`src/rtl/ja_pkg.sv`:
```
package ja_pkg;

    typedef enum logic [1:0] {
        ST_CENTER = 2'd0,
        ST_TRACK  = 2'd1,
        ST_ACC_UP = 2'd2,
        ST_ACC_DN = 2'd3
    } ja_state_e;

    // Depth in bits for a size code; bit 2 set selects the largest store.
    function automatic int unsigned depth_of(input logic [2:0] code);
        if (code[2]) return 128;
        return 8 << code[1:0];
    endfunction

endpackage

```
`src/rtl/ja_store.sv`:
```
module ja_store #(
    parameter int MAX_DEPTH = 128,
    parameter int PTR_W     = $clog2(MAX_DEPTH),
    parameter int CNT_W     = PTR_W + 1
) (
    input  logic             clk,
    input  logic             rst_n,
    input  logic             wr_stb,
    input  logic             wr_bit,
    input  logic             rd_stb,
    input  logic             recenter,
    input  logic [CNT_W-1:0] depth,
    output logic             rd_bit,
    output logic [CNT_W-1:0] fill,
    output logic             ovf_ev,
    output logic             unf_ev
);
    logic [MAX_DEPTH-1:0] mem;
    logic [PTR_W-1:0]     wr_ptr, rd_ptr, mask, half_ptr;
    logic [CNT_W-1:0]     count;
    logic                 wr_go, rd_go;

    assign mask     = PTR_W'(depth - 1'b1);
    assign half_ptr = PTR_W'(depth >> 1);
    assign rd_go    = rd_stb && !recenter && (count != '0);
    assign wr_go    = wr_stb && !recenter && ((count != depth) || rd_go);
    assign fill     = count;

    always_ff @(posedge clk) begin
        if (wr_go) mem[wr_ptr] <= wr_bit;
    end

    always_ff @(posedge clk or negedge rst_n) begin
        if (!rst_n) begin
            wr_ptr <= '0;
            rd_ptr <= '0;
            count  <= '0;
            rd_bit <= 1'b0;
            ovf_ev <= 1'b0;
            unf_ev <= 1'b0;
        end else if (recenter) begin
            wr_ptr <= '0;
            rd_ptr <= half_ptr;
            count  <= depth >> 1;
            ovf_ev <= 1'b0;
            unf_ev <= 1'b0;
        end else begin
            if (wr_go) wr_ptr <= (wr_ptr + 1'b1) & mask;
            if (rd_go) begin
                rd_ptr <= (rd_ptr + 1'b1) & mask;
                rd_bit <= mem[rd_ptr];
            end
            count  <= count + CNT_W'(wr_go) - CNT_W'(rd_go);
            ovf_ev <= wr_stb && !wr_go;
            unf_ev <= rd_stb && !rd_go;
        end
    end
endmodule

```
`src/rtl/ja_proximity.sv`:
```
module ja_proximity #(
    parameter int CNT_W = 8,
    parameter int SUB_W = 3
) (
    input  logic [CNT_W-1:0] fill,
    input  logic [CNT_W-1:0] depth,
    input  logic [SUB_W-1:0] sub_phase,
    output logic             near_full,
    output logic             near_empty,
    output logic [SUB_W:0]   steps
);
    localparam int EFF_W    = CNT_W + SUB_W;
    localparam int STEP_MAX = 1 << SUB_W;

    logic [EFF_W-1:0] eff, hi_lim, over;

    // Occupancy in sub-bit units: whole bits scaled plus the unconsumed fraction.
    assign eff        = {fill, sub_phase};
    assign hi_lim     = {depth - 1'b1, {SUB_W{1'b0}}};
    assign over       = eff - hi_lim;
    assign near_full  = eff > hi_lim;
    assign near_empty = eff < EFF_W'(STEP_MAX);

    always_comb begin
        steps = '0;
        if (near_full) begin
            steps = (over > EFF_W'(STEP_MAX)) ? (SUB_W+1)'(STEP_MAX) : over[SUB_W:0];
        end else if (near_empty) begin
            steps = (SUB_W+1)'(STEP_MAX) - {1'b0, sub_phase};
        end
    end
endmodule

```
`src/rtl/ja_accel_fsm.sv`:
```
module ja_accel_fsm
    import ja_pkg::*;
#(
    parameter int SUB_W = 3
) (
    input  logic           clk,
    input  logic           rst_n,
    input  logic           recenter,
    input  logic           accel_en,
    input  logic           near_full,
    input  logic           near_empty,
    input  logic [SUB_W:0] steps,
    input  logic           ovf_ev,
    input  logic           unf_ev,
    output logic           step_req,
    output logic           step_up,
    output logic [SUB_W:0] step_cnt,
    output logic           clk_err_irq,
    output logic           clk_err_sticky,
    output logic           store_err
);
    ja_state_e state_q, state_d;
    ja_state_e pick;

    always_comb begin
        if (accel_en && near_full)       pick = ST_ACC_UP;
        else if (accel_en && near_empty) pick = ST_ACC_DN;
        else                             pick = ST_TRACK;
    end

    always_comb begin
        unique case (state_q)
            ST_CENTER: state_d = recenter ? ST_CENTER : ST_TRACK;
            ST_TRACK:  state_d = recenter ? ST_CENTER : pick;
            ST_ACC_UP: state_d = recenter ? ST_CENTER : pick;
            ST_ACC_DN: state_d = recenter ? ST_CENTER : pick;
            default:   state_d = ST_TRACK;
        endcase
    end

    // State register
    always_ff @(posedge clk or negedge rst_n) begin
        if (!rst_n) state_q <= ST_TRACK;
        else        state_q <= state_d;
    end

    // Output register
    always_ff @(posedge clk or negedge rst_n) begin
        if (!rst_n) begin
            step_cnt       <= '0;
            clk_err_irq    <= 1'b0;
            clk_err_sticky <= 1'b0;
            store_err      <= 1'b0;
        end else begin
            step_cnt    <= (state_d == ST_ACC_UP || state_d == ST_ACC_DN) ? steps : '0;
            clk_err_irq <= (state_q == ST_TRACK) &&
                           (state_d == ST_ACC_UP || state_d == ST_ACC_DN);
            if (state_d == ST_CENTER) begin
                clk_err_sticky <= 1'b0;
                store_err      <= 1'b0;
            end else begin
                if ((state_q == ST_TRACK) && (state_d != ST_TRACK)) clk_err_sticky <= 1'b1;
                if (ovf_ev || unf_ev) store_err <= 1'b1;
            end
        end
    end

    assign step_req = (state_q == ST_ACC_UP) || (state_q == ST_ACC_DN);
    assign step_up  = (state_q == ST_ACC_UP);
endmodule

```
`src/rtl/jitter_es_top.sv`:
```
module jitter_es_top #(
    parameter int MAX_DEPTH = 128,
    parameter int SUB_W     = 3,
    localparam int PTR_W    = $clog2(MAX_DEPTH),
    localparam int CNT_W    = PTR_W + 1
) (
    input  logic             clk,
    input  logic             rst_n,
    input  logic             wr_stb,
    input  logic             wr_bit,
    input  logic             rd_stb,
    output logic             rd_bit,
    input  logic [2:0]       size_sel,
    input  logic             recenter,
    input  logic             accel_en,
    input  logic [SUB_W-1:0] sub_phase,
    output logic [CNT_W-1:0] fill,
    output logic             step_req,
    output logic             step_up,
    output logic [SUB_W:0]   step_cnt,
    output logic             clk_err_irq,
    output logic             clk_err_sticky,
    output logic             store_err
);
    logic [CNT_W-1:0] depth;
    logic             near_full, near_empty, ovf_ev, unf_ev;
    logic [SUB_W:0]   steps;

    always_comb begin
        if (ja_pkg::depth_of(size_sel) > MAX_DEPTH) depth = CNT_W'(MAX_DEPTH);
        else                                        depth = CNT_W'(ja_pkg::depth_of(size_sel));
    end

    ja_store #(.MAX_DEPTH(MAX_DEPTH), .PTR_W(PTR_W), .CNT_W(CNT_W)) u_store (
        .clk(clk), .rst_n(rst_n), .wr_stb(wr_stb), .wr_bit(wr_bit),
        .rd_stb(rd_stb), .recenter(recenter), .depth(depth),
        .rd_bit(rd_bit), .fill(fill), .ovf_ev(ovf_ev), .unf_ev(unf_ev)
    );

    ja_proximity #(.CNT_W(CNT_W), .SUB_W(SUB_W)) u_prox (
        .fill(fill), .depth(depth), .sub_phase(sub_phase),
        .near_full(near_full), .near_empty(near_empty), .steps(steps)
    );

    ja_accel_fsm #(.SUB_W(SUB_W)) u_fsm (
        .clk(clk), .rst_n(rst_n), .recenter(recenter), .accel_en(accel_en),
        .near_full(near_full), .near_empty(near_empty), .steps(steps),
        .ovf_ev(ovf_ev), .unf_ev(unf_ev),
        .step_req(step_req), .step_up(step_up), .step_cnt(step_cnt),
        .clk_err_irq(clk_err_irq), .clk_err_sticky(clk_err_sticky),
        .store_err(store_err)
    );
endmodule

```
`config.mk`:
```
export PLATFORM = sky130hd
export DESIGN_NAME = jitter_es_top
export DESIGN_NICKNAME = d
export VERILOG_FILES = /design/src/rtl/ja_pkg.sv /design/src/rtl/ja_store.sv /design/src/rtl/ja_proximity.sv /design/src/rtl/ja_accel_fsm.sv /design/src/rtl/jitter_es_top.sv
export SDC_FILE = /design/constraint.sdc
export NUM_CORES = 1
export LEC_CHECK = 0
export ABC_AREA = 1
export ABC_CLOCK_PERIOD_IN_PS = 3500
export BUFFER_PORTS_ARGS = -buffer_cell sky130_fd_sc_hd__buf_2
export CAP_MARGIN = 0
export CORE_ASPECT_RATIO = 1.25
export CORE_MARGIN = 5
export CORE_UTILIZATION = 55
export CTS_CLUSTER_DIAMETER = 150
export DETAILED_ROUTE_END_ITERATION = 8
export MAX_ROUTING_LAYER = met4
export PLACE_DENSITY = 0.71
export SYNTH_ARGS = -nofsm -noshare
export SYNTH_HDL_FRONTEND = slang
export SYNTH_SLANG_ARGS = --single-unit
```
`constraint.sdc`:
```
create_clock -name clk -period 3.5 [get_ports clk]
set_input_delay 0.175 -clock clk [delete_from_list [all_inputs] [get_ports clk]]
set_output_delay 0.175 -clock clk [all_outputs]
set_load 0.01 [all_outputs]
```
; ---- Word-level counts from Yosys, hierarchy flattened
; Cells that the tools add are included.
[classes]
addsub = 7
mul = 0
n_div = 0
n_lt_le_gt_ge = 7
n_eq_ne = 7
shifts = 1
n_mux = 31
bitwise_logic = 3
reduce_logical = 27
[ops]
columns = cell, count
row1 = bitwise mux 128 bit, 1
row2 = "> comparator 32 x 8 -> 1 bit, second input constant", 1
row3 = two-way mux 32 bit, 1
row4 = two-way mux 8 bit, 4
row5 = "left shift 4 x 2 -> 32 bit, first input constant", 1
row6 = two-way mux 7 bit, 4
row7 = "< comparator 7 x 8 -> 1 bit, second input constant", 2
row8 = two-way mux 4 bit, 4
row9 = "adder 7 x 1 -> 7 bit, second input constant", 2
row10 = AND 7 bit, 2
row11 = > comparator 11 bit, 1
row12 = "> comparator 11 x 4 -> 1 bit, second input constant", 1
row13 = logical AND 1 bit, 11
row14 = "< comparator 11 x 4 -> 1 bit, second input constant", 1
row15 = two-way mux 1 bit, 11
row16 = subtractor 11 bit, 1
row17 = adder 8 x 1 -> 8 bit, 1
row18 = "== test 2 bit, second input constant", 4
row19 = != test 8 bit, 1
row20 = nonzero test 2 bit, 4
row21 = nonzero test 8 bit, 1
row22 = subtractor 8 x 1 -> 8 bit, 1
row23 = "subtractor 8 x 1 -> 8 bit, second input constant", 1
row24 = binary-select mux 1 bit (select 7 bit), 1
row25 = other kinds (13), 21
[word_totals]
regBits = 162
latch_bits = 0
ramBits = 0
rom_bits = 0
inputBits = 13
word_cells = 95
n_memories = 0

; ---- Longest topological paths before layout
; Gate-level depths: netlist of the first run.
[logic_depth]
word_depth = 16
mapped_depth = 21
mapped_depth_nobuf = 20

; ---- By module
; Synthesis of the first run repeated with hierarchy kept, for this count alone.
[unflattened]
cells_unflattened = 1043
area_unflattened_um2 = 9037.4
[by_module_without_submodules]
columns = module, instances, cells_each, area_per_inst_um2, seq_area_each_um2
row1 = ja_store, 1, 861, 7863.8, 4469.3
row2 = ja_proximity, 1, 133, 762.0, 0.0
row3 = ja_accel_fsm, 1, 38, 365.4, 226.5
row4 = jitter_es_top, 1, 11, 46.3, 0.0

; ---- Worst setup path after synthesis of the first run
; No wires, ideal clock.
[synth_timing]
path_type = input-to-reg
from = input port size_sel[2]
to = register u_store.count[6] (netlist: u_store.fill[6])
setup_time_ps = 139
arrival_time_ps = 2902
t_required_ps = 3361
slack_ps = 459
path_stages = 20
n_path_buf = 1
cell_sequence = nor3_1 > ha_1 > nor2_1 > nand4_1 > nor3_1 > nand2_2 > nand2_4 > inv_4 > buf_6 > ha_1 > fa_1 > nand2_1 > inv_1 > o21ai_0 > nand2_1 > nand2_1 > nand2_1 > a21oi_1 > or2_2 > a22oi_1
[synth_via]
elab_chain_len = 10
[synth_rtl]
columns = item, line_no
row1 = "start, declared", jitter_es_top.sv:13  ; input logic [2:0] size_sel,
row2 = two-way mux 1 bit or two-way mux 8 bit (tied branches), ja_pkg.sv:12  ; if (code[2]) return 128;
row3 = two-way mux 32 bit or two-way mux 1 bit (tied branches), "ja_pkg.sv:13, jitter_es_top.sv:30"
row4 = > comparator 32 x 8 -> 1 bit or two-way mux 8 bit (tied branches), "jitter_es_top.sv:30, ja_pkg.sv:13"
row5 = two-way mux 8 bit (*), jitter_es_top.sv:30  ; if (ja_pkg::depth_of(size_sel) > MAX_DEPTH) depth = CNT_W'(MAX_DEPTH);
row6 = != test 8 bit, ja_store.sv:26  ; assign wr_go = wr_stb && !recenter && ((count != depth) || rd_go);
row7 = logical OR 1 bit, ja_store.sv:26
row8 = logical AND 1 bit, ja_store.sv:26
row9 = adder 8 x 1 -> 8 bit, ja_store.sv:53  ; count <= count + CNT_W'(wr_go) - CNT_W'(rd_go);
row10 = subtractor 8 x 1 -> 8 bit, ja_store.sv:53
row11 = two-way mux 8 bit (*), ja_store.sv:41  ; end else if (recenter) begin
row12 = "end signal, assigned", ja_store.sv:44  ; count <= depth >> 1;
row13 = "end signal, assigned", ja_store.sv:53
row14 = "end, declared", ja_store.sv:20  ; logic [CNT_W-1:0] count;
; Mark *: on every way between the ends. The rest lies on a longest branch, timed or not. The select of a mux whose other input is x is not followed.
; A chain may end at the register's enable or synchronous reset.

; ---- Worst setup path after layout of the first run
[layout_timing]
from = register u_store.count[1] (netlist: u_store.fill[1])
to = register u_store.count[6] (netlist: u_store.fill[6])
[layout_via]
elab_chain_len = 7
[layout_rtl]
columns = item, line_no
row1 = nonzero test 8 bit, ja_store.sv:25  ; assign rd_go = rd_stb && !recenter && (count != '0);
row2 = logical AND 1 bit, ja_store.sv:25
row3 = logical OR 1 bit, ja_store.sv:26
row4 = logical AND 1 bit, ja_store.sv:26
row5 = adder 8 x 1 -> 8 bit, ja_store.sv:53
row6 = subtractor 8 x 1 -> 8 bit (*), ja_store.sv:53
row7 = two-way mux 8 bit (*), ja_store.sv:41
; Mark *: on every way between the ends. The rest lies on a longest branch, timed or not.

==> results of run 1 <==
==> worst min-delay path by stage <==
stage | to | depth (start not counted) | slack [ps] | start
6_report | u_fsm.step_cnt[0] | 3 | 10 | sub_phase[0]
5_1_grt | u_fsm.step_cnt[0] | 3 | 20 | sub_phase[0]
4_1_cts | u_fsm.step_cnt[0] | 3 | 5 | sub_phase[0]
3_5_place_dp | u_store.fill[3] | 1 | 300 | rst_n
3_3_place_gp | u_store.fill[3] | 1 | 300 | rst_n
2_1_floorplan | u_fsm.clk_err_irq | 0 | -120 | rst_n
==> kinds of logic (layout without fill, tap and decap cells) <==
logic type | count (synthesis) | after routing
other | 1 | 1
XOR/XNOR | 7 | 7
flip-flops | 162 | 162
AND/OR/NAND/NOR | 551 | 551
AO/OA/AOI/OAI | 64 | 64
adder cells (fa/ha/maj) | 25 | 25
buffers and inverters | 124 | 157
==> layout make-up <==
| type | count | area (µm²) |
|---|---|---|
| inverters | 82 | 310.3 |
| well taps | 182 | 227.7 |
| clock inverters | 14 | 130.1 |
| multi-input cells | 648 | 3236 |
| flip-flops and latches | 162 | 4697 |
| clock buffers | 18 | 429.2 |
| repair buffers | 43 | 252.7 |
| fillers | 1288 | 5732 |
==> sequential cells by signal, summed over array words and instances (netlist names) <==
signal / cells
u_store.mem: 128
u_store.unf_ev: 1
u_store.rd_bit: 1
u_fsm.state_q: 2
u_fsm.clk_err_irq: 1
u_store.rd_ptr: 7
u_store.fill: 8
u_fsm.clk_err_sticky: 1
u_store.wr_ptr: 7
u_fsm.step_cnt: 4
u_fsm.store_err: 1
u_store.ovf_ev: 1
==> synth_stat cells, types with 3 or more instances <==
library cell  number
nand2_1          216
nor2_1           165
edfxtp_1         128
nand3_1          109
inv_1             71
dfrtp_1           33
o21ai_0           26
ha_1              24
clkbuf_1          23
nor3_1            23
buf_2             16
a21oi_1           15
nand4_1           12
clkinv_1           8
o211ai_1           8
nand3_4            6
xor2_1             6
nand2_2            5
nand4_4            4
or2_2              4
o31ai_1            3
==> report_power, final <==
| group | total, µW | leakage (µW) | switching (µW) | internal [µW] |
|---|---|---|---|---|
| clock | 1770 | 0.000261 | 782 | 985 |
| combinational | 1460 | 0.00179 | 978 | 477 |
| sequential | 2230 | 0.00160 | 79.2 | 2150 |
==> per-stage QoR <==
stage                     std cells  utilization, %  power [µW]  setup slack (ps)  area, µm²
after detailed placement       1116           58.03        3718             367.7       8713
after global routing           1149           61.82        5758             13.72       9283
after CTS                      1149           61.82        5474             415.6       9283
after floorplan                 934               -        3269             459.4       8451
final                          1149           61.82        5454             390.8       9283
after global placement         1116           58.03        3706             421.1       8713
==> worst max-delay path, cell delays in order, from the launching register on <==
cell and delay [ps]:
dfrtp_1 430, inv_1 140, ha_1 190, nand2_1 80, nor2_1 200, nor3_4 100
nor3_1 200, nand2_2 110, nand2_4 80, inv_4 30, ha_1 200, fa_1 390
nand2_1 80, inv_1 50, o21ai_0 130, nand2_1 90, nand2_1 80, nand2_1 50
a21oi_1 150, or2_2 130, a22oi_1 50
==> layer usage <==
layer	wire length [µm]	global-route usage, %	up-vias
met1	7787	27.79	3153
met4	522	9.127	0
met5	0	-	-
li1	-	-	3174
met2	10930	43.81	240
met3	1379	4.146	48
==> impl_metrics.py, run 1 <==
metrics = {
    "global_route": {
        "grt_pass1_wl_um": 32990,
        "grt_usage_pct": 24.65,
        "grt_max_degree": 129,
        "antenna_found_initial": 0,
        "grt_overflow": 0,
        "grt_pass1_vias": 6372,
    },
    "yosys": {
        "syn_nets": 972,
        "synthMuxAreaShare_pct": 0,
        "synth_edf_count": 128,
        "synthTopCellsByArea": "edfxtp_1 (45%), dfrtp_1 (9.8%), nand2_1 (9.6%)",
        "yosysSeqAreaShare_pct": 55.57,
        "synth_flop_cell": "edfxtp_1",
        "yosysWarnings": 0,
        "ys_seq_elements": 162,
        "syn-instance-count": 934,
        "synth_top_cell_by_area": "edfxtp_1",
        "synth.lib_cells_used.distinct": 46,
        "synth_xor_area_share_pct": 0.7255,
        "synth_adder_area_share_pct": 3.790,
        "syn-cell-area_mm2": 0.008451,
        "ys_async_sr_fraction_pct": 20.99,
        "avgSynthCellArea_um2": 9.048,
        "synth-compound-area-share_pct": 4.457,
        "synth_simple_gate_area_share_pct": 29.27,
        "synth_top_area_share_pct": 45.48,
        "synth_top_family_by_area": "simple AND/OR/NAND/NOR gates",
    },
    "floorplan": {
        "dieWidth_um": 120.9,
        "die_area_mm2": 0.01796,
        "rows": 50,
        "start_util_pct": 56.28,
        "core_mm2": 0.01501,
        "die_h_um": 148.6,
        "num_io_pins": 31,
    },
    "sta": {
        "setup_viol_count_final": 0,
        "rsz0062_at_grt": "no",
        "skew_ps": 7.156,
        "tightest_slew_ps": 1085,
        "fin_crit_sh_pct": 88.83,
        "period_needed_ps": 3109,
        "setup_tns_ps": 0,
        "report.final.slew_viol_count": 0,
        "holdWs_ps": 12.06,
        "slew_headroom_pct": 27.65,
        "finalHoldViolCount": 0,
        "fmax_mhz": 321.6,
    },
    "placed_design": {
        "place_congestion": 0.8975,
        "dp_hpwl_um": 13120,
        "port-buffer-count": 30,
    },
    "cts": {
        "clock_latency_ps": 430,
        "ctsRootBufferMaster": "clkbuf_16",
        "numCtsBuffers": 17,
        "cts_htree_levels": 4,
        "cts_resized": 0,
        "cts.sinks": 162,
        "hold_buffers": 1,
        "postCtsSetupRepairBufs": 0,
        "path_clk_slew_ps": 70,
        "cts.path.max_buffers": 2,
        "cts_tree": "yes",
    },
    "final_layout": {
        "drive_above_1_share_pct": 10.24,
        "final_net_count": 992,
        "final_common_cell": "nand2_1",
        "final_cell_mix": "nand2_1 (216), nor2_1 (165), edfxtp_1 (128), nand3_1 (109), inv_1 (70)",
        "area_delta_synth_final_pct": 9.846,
        "insertedDiodeCount": 0,
    },
    "setup_path": {
        "required_ps": 3800,
        "reg2reg_to": "u_store.fill[6]",
        "cp_max_fo": 10,
        "critPathKind": "reg -> reg",
        "crit_arrival_ps": 3410,
        "crit_end": "u_store.fill[6]",
        "r2r-start": "u_store.fill[1]",
        "regToRegSetupSlack_ps": 390,
        "worstRegToRegCells": 20,
        "startpoint": "u_store.fill[1]",
        "cp-end-kind": "register",
        "crit_path_start_kind": "register",
    },
    "run_status": {
        "outcome": "completed",
    },
    "route": {
        "wl_per_cell_um": 17.95,
        "drc": 0,
        "drt_iter0_markers": 529,
        "totalWireLength_um": 20620,
        "vias_per_cell": 5.757,
        "antenna_left": 0,
        "route.vias.total": 6615,
        "dr.pass1.iters": 7,
    },
    "power_and_ir_drop": {
        "powerDensity_mw_per_mm2": 587.5,
        "power_leakage_uw": 0.003651,
        "vdd_drop_max_uv": 395.8,
    },
    "worst_hold_path": {
        "hp-class": "in -> reg",
    },
    "run": {
        "cap_violations": 0,
    },
}
Note: power is estimated with default switching activity, not from simulation.
==> run 2, diff against run 1 <==
--- a/config.mk
+++ b/config.mk
@@ -12,6 +12,7 @@
 export CORE_ASPECT_RATIO = 1.25
 export CORE_MARGIN = 5
 export CORE_UTILIZATION = 55
+export CTS_BUF_LIST = sky130_fd_sc_hd__clkbuf_8
 export CTS_CLUSTER_DIAMETER = 150
 export DETAILED_ROUTE_END_ITERATION = 8
 export MAX_ROUTING_LAYER = met4
@@ -19,3 +20,4 @@
 export SYNTH_ARGS = -nofsm -noshare
 export SYNTH_HDL_FRONTEND = slang
 export SYNTH_SLANG_ARGS = --single-unit
+export TNS_END_PERCENT = 100
==> impl_metrics.py, run 2 (synthesized netlist as in run 1, its figures left out) <==
metrics = {
    "run_status": {
        "outcome": "completed",
    },
    "setup_path": {
        "cp-end-kind": "register",
        "worstRegToRegCells": 20,
        "required_ps": 3830,
        "slowest_stage": "dfrtp_1",
        "reg2reg_to": "u_store.fill[6]",
        "cp_max_fo": 10,
        "critPathKind": "reg -> reg",
        "regToRegSetupSlack_ps": 410,
        "r2r-start": "u_store.fill[1]",
        "crit_path_start_kind": "register",
        "startpoint": "u_store.fill[1]",
        "critPathMostFrequentCell": "nand2_1",
        "slowest_delay_ps": 440,
        "crit_arrival_ps": 3420,
        "crit_chain": "inv_1, ha_1, nand2_1, nor2_1, nor3_4, nor3_1, nand2_2, nand2_4, inv_4, ha_1, fa_1, nand2_1, inv_1, o21ai_0, nand2_1, nand2_1, nand2_1, a21oi_1, or2_2, a22oi_1",
    },
    "cts": {
        "cts_tree": "yes",
        "clock_latency_ps": 460,
        "cts.path.max_buffers": 2,
        "cts.sinks": 162,
        "cts_resized": 0,
        "path_clk_slew_ps": 90,
        "numCtsBuffers": 17,
        "cts_htree_levels": 4,
        "ctsRootBufferMaster": "clkbuf_8",
    },
    "sta": {
        "period_needed_ps": 3087,
        "fmax_mhz": 323.9,
        "fin_crit_sh_pct": 88.21,
        "setup_viol_count_final": 0,
        "setup_tns_ps": 0,
        "worst_slack_ps": 412.6,
        "tightest_slew_ps": 1085,
        "rsz0062_at_grt": "no",
        "skew_ps": 12.62,
        "finalHoldViolCount": 0,
        "slew_headroom_pct": 27.66,
        "report.final.slew_viol_count": 0,
    },
    "floorplan": {
        "num_io_pins": 31,
        "die_h_um": 148.6,
        "start_util_pct": 56.28,
        "die_area_mm2": 0.01796,
        "core_mm2": 0.01501,
        "rows": 50,
        "dieWidth_um": 120.9,
    },
    "worst_hold_path": {
        "worstHoldStart": "sub_phase[2]",
        "whs_path_depth": 3,
        "holdPathEnd": "u_fsm.step_cnt[2]",
        "hp-class": "in -> reg",
    },
    "route": {
        "drt_iter0_markers": 472,
        "dr_wl_met2_um": 10540,
        "drc": 0,
        "antenna_left": 0,
        "dr_wl_met3_um": 1241,
        "top_layer": "met4",
        "totalWireLength_um": 20260,
        "route.vias.total": 6591,
        "dr.pass1.iters": 5,
        "wl_per_cell_um": 17.60,
        "wl_met1_um": 7812,
        "vias_per_cell": 5.726,
    },
    "global_route": {
        "antenna_found_initial": 0,
        "grt_max_degree": 129,
        "grt_pass1_vias": 6410,
        "grt_overflow": 0,
        "grt_usage_pct": 24.38,
        "grt_pass1_wl_um": 32830,
    },
    "final_layout": {
        "final_cell_mix": "nand2_1 (216), nor2_1 (165), edfxtp_1 (128), nand3_1 (109), inv_1 (71)",
        "area_delta_synth_final_pct": 7.818,
        "largest_reg_flops": 128,
        "drive_above_1_share_pct": 10.22,
        "regMostFlops": "u_store.mem",
        "final_common_cell": "nand2_1",
        "final_net_count": 994,
        "finish.utilization_pct": 60.68,
        "insertedDiodeCount": 0,
    },
    "placed_design": {
        "pre_cts_ws_ps": 367.7,
        "port-buffer-count": 30,
        "place_congestion": 0.8975,
        "dp_hpwl_um": 13120,
    },
    "power_and_ir_drop": {
        "power_leakage_uw": 0.003577,
        "vdd_drop_max_uv": 383.3,
        "powerDensity_mw_per_mm2": 545.6,
    },
    "run": {
        "cap_violations": 0,
    },
}
[run 2: changes by cell type in the layout (fill, tap and decap cells not counted), sizes merged]
cell and delta:
clkbuf -1, dlygate4sd3 +2, inv +1
[run 2: worst max-delay path by stage]
stage                      endpoint  slack (ps)  depth (start not counted)
floorplan           u_store.fill[6]         460                         20
global placement    u_store.fill[6]         420                         20
detailed placement  u_store.fill[6]         370                         20
CTS                 u_store.fill[6]         410                         20
global route        u_store.fill[6]          10                         20
finish              u_store.fill[6]         410                         20
[run 2: area by class of cell]
| cell class | instances | area, µm² |
|---|---|---|
| clock buffer | 17 | 234.0 |
| clock inverter | 15 | 133.9 |
| fill | 1313 | 5903 |
| inverter | 82 | 310.3 |
| multi-input combinational | 648 | 3236 |
| sequential | 162 | 4697 |
| tap | 182 | 227.7 |
| timing repair buffer | 45 | 272.8 |
[run 2: critical path, delay by kind of cell (launching register included)]
family | cells | cell delay, ps
buffers and inverters | 3 | 220
flip-flops | 1 | 440
adder cells (fa/ha/maj) | 3 | 780
AND/OR/NAND/NOR | 11 | 1210
AO/OA/AOI/OAI | 3 | 330
[run 2: routing by layer]
| metal | track usage, % | vias to the layer above |
|---|---|---|
| li1 | - | 3166 |
| met1 | 27.75 | 3151 |
| met3 | 3.652 | 49 |
| met5 | - | - |
| met4 | 10.49 | 0 |
| met2 | 42.64 | 225 |
[run 2: repair_timing]
item	in CTS	in global routing
hold endpoints to repair	35	0
setup buffers	0	0
hold buffers	3	0
[run 2: power breakdown]
group / internal, µW / total (µW) / switching [µW] / leakage [µW]
Clock: 566 / 1290 / 720 / 0.000178
Sequential: 2150 / 2230 / 78.7 / 0.00160
Combinational: 479 / 1460 / 978 / 0.00180
[run 2: through the flow]
stage	instance area (µm²)	total power [µW]	instances	hold slack (ps)
after floorplan	8451	3269	934	-120.6
after global placement	8713	3706	1116	300.1
after detailed placement	8713	3718	1116	304.4
after CTS	9111	4982	1151	11.59
after global routing	9111	5268	1151	36.59
final	9111	4971	1151	28.91
==> run 3, diff against run 2 <==
--- a/config.mk
+++ b/config.mk
@@ -6,17 +6,17 @@
 export NUM_CORES = 1
 export LEC_CHECK = 0
 export ABC_AREA = 1
-export ABC_CLOCK_PERIOD_IN_PS = 3500
+export ABC_CLOCK_PERIOD_IN_PS = 3600
 export BUFFER_PORTS_ARGS = -buffer_cell sky130_fd_sc_hd__buf_2
 export CAP_MARGIN = 0
 export CORE_ASPECT_RATIO = 1.25
 export CORE_MARGIN = 5
-export CORE_UTILIZATION = 55
+export CORE_UTILIZATION = 36
 export CTS_BUF_LIST = sky130_fd_sc_hd__clkbuf_8
 export CTS_CLUSTER_DIAMETER = 150
 export DETAILED_ROUTE_END_ITERATION = 8
 export MAX_ROUTING_LAYER = met4
-export PLACE_DENSITY = 0.71
+export PLACE_DENSITY = 0.5
 export SYNTH_ARGS = -nofsm -noshare
 export SYNTH_HDL_FRONTEND = slang
 export SYNTH_SLANG_ARGS = --single-unit
==> constraint.sdc (replaced) <==
create_clock -name clk -period 3.6 [get_ports clk]
set_input_delay 0.18 -clock clk [delete_from_list [all_inputs] [get_ports clk]]
set_output_delay 0.18 -clock clk [all_outputs]
set_load 0.01 [all_outputs]
==> impl_metrics.py, run 3 (synthesized netlist as in run 1, its figures left out) <==
metrics = {
    "cts": {
        "hold_buffers": 3,
        "numCtsBuffers": 17,
        "ctsRootBufferMaster": "clkbuf_8",
        "cts_resized": 0,
        "postCtsSetupRepairBufs": 0,
        "cts.sinks": 162,
        "cts_tree": "yes",
        "cts_htree_levels": 4,
        "clock_latency_ps": 470,
        "cts.path.max_buffers": 2,
        "path_clk_slew_ps": 90,
    },
    "final_layout": {
        "largest_reg_flops": 128,
        "fin_area_mm2": 0.009319,
        "final_net_count": 999,
        "final_cells": 1262,
        "insertedDiodeCount": 0,
        "finish.utilization_pct": 40.45,
        "drive_above_1_share_pct": 10.99,
        "area_delta_synth_final_pct": 10.28,
        "final_cell_mix": "nand2_1 (216), nor2_1 (165), edfxtp_1 (128), nand3_1 (109), inv_1 (70)",
        "final_common_cell": "nand2_1",
        "regMostFlops": "u_store.mem",
        "fillCellCount": 2310,
    },
    "floorplan": {
        "dieWidth_um": 147.0,
        "die_area_mm2": 0.02666,
        "die_h_um": 181.3,
        "core_mm2": 0.02304,
        "rows": 62,
        "start_util_pct": 36.68,
        "num_io_pins": 31,
    },
    "sta": {
        "skew_ps": 17.34,
        "setup_tns_ps": 0,
        "fmax_mhz": 324.7,
        "finalHoldViolCount": 0,
        "report.final.slew_viol_count": 0,
        "period_needed_ps": 3079,
        "rsz0062_at_grt": "no",
        "fin_crit_sh_pct": 85.54,
        "setup_viol_count_final": 0,
        "slew_headroom_pct": 34.62,
        "tightest_slew_ps": 977.9,
    },
    "route": {
        "drc": 0,
        "antenna_left": 0,
        "wl_met1_um": 9492,
        "dr_wl_met3_um": 593,
        "route.vias.total": 6425,
        "totalWireLength_um": 22080,
        "vias_per_cell": 5.091,
        "wl_per_cell_um": 17.49,
        "top_layer": "met4",
        "dr_wl_met2_um": 11410,
        "drt_iter0_markers": 415,
        "dr.pass1.iters": 5,
    },
    "setup_path": {
        "critPathKind": "reg -> reg",
        "cp-end-kind": "register",
        "r2r-start": "u_store.fill[3]",
        "crit_arrival_ps": 3470,
        "crit_path_start_kind": "register",
        "cp_max_fo": 5,
        "worstRegToRegCells": 18,
        "regToRegSetupSlack_ps": 520,
        "required_ps": 3990,
        "reg2reg_to": "u_store.fill[6]",
    },
    "global_route": {
        "grt_pass1_wl_um": 34750,
        "grt_max_degree": 108,
        "grt_usage_pct": 17.39,
        "antenna_found_initial": 0,
        "grt_pass1_vias": 6326,
        "grt_overflow": 0,
    },
    "placed_design": {
        "dp.cells": 1227,
        "place_area_mm2": 0.008884,
        "port-buffer-count": 30,
        "place_congestion": 0.8731,
        "dp_hpwl_um": 14350,
    },
    "worst_hold_path": {
        "hp-class": "in -> reg",
        "holdPathEnd": "u_store.ovf_ev",
        "whs_path_depth": 3,
        "worstHoldStart": "wr_stb",
    },
    "power_and_ir_drop": {
        "finalPower_uw": 4986,
        "powerDensity_mw_per_mm2": 535.0,
        "vdd_drop_max_uv": 303.9,
        "power_leakage_uw": 0.003627,
    },
    "run": {
        "cap_violations": 0,
    },
    "run_status": {
        "outcome": "completed",
    },
}
[run 3: through the flow]
step / hold WS (ps) / setup slack [ps]
after global placement: 322.8 / 451.3
after detailed placement: 330.5 / 386.7
after CTS: 28.50 / 517.3
after global routing: 15.58 / 258.1
after floorplan: -115.6 / 554.4
final: 32.55 / 520.7
[run 3: critical path, cell delays in order, from the launching register on]
cell and delay (ps):
dfrtp_1 440, ha_1 390, nor2_1 130, nand4_1 100, nor3_1 240, nand2_2 110, nand2_4 80, inv_4 30
ha_1 200, fa_1 390, nand2_1 70, inv_1 50, o21ai_0 170, nand2_1 90, nand2_1 80, nand2_1 50
a21oi_1 140, a21oi_1 90, a22oi_1 140
[run 3: per-layer routing]
metal	vias up	GRT usage, %
li1	3164	-
met1	3104	20.23
met2	121	30.30
met3	36	2.632
met4	0	6.639
met5	-	-
[run 3: final cells by class]
type / instances / area [µm²] / area share, %
multi-input cells: 648 / 3236 / 34.72
well taps: 288 / 360.3 / 3.867
inverters: 82 / 310.3 / 3.330
clock inverters: 15 / 171.4 / 1.839
flip-flops and latches: 162 / 4697 / 50.40
clock buffers: 17 / 234.0 / 2.511
repair buffers: 50 / 310.3 / 3.330
[run 3: how the worst max path moves through the flow]
stage                         start         endpoint  slack, ps  cells past startpoint
floorplan               size_sel[2]  u_store.fill[6]        550                     20
finish              u_store.fill[3]  u_store.fill[6]        520                     18
detailed placement      size_sel[2]  u_store.fill[6]        390                     20
CTS                 u_store.fill[3]  u_store.fill[6]        520                     18
global route        u_store.fill[1]  u_store.fill[6]        260                     20
global placement        size_sel[2]  u_store.fill[6]        450                     20
[run 3: power breakdown]
| part | total, µW | switching, µW | internal, µW |
|---|---|---|---|
| sequential | 2170 | 77.1 | 2090 |
| combinational | 1430 | 959 | 471 |
| clock | 1390 | 752 | 638 |
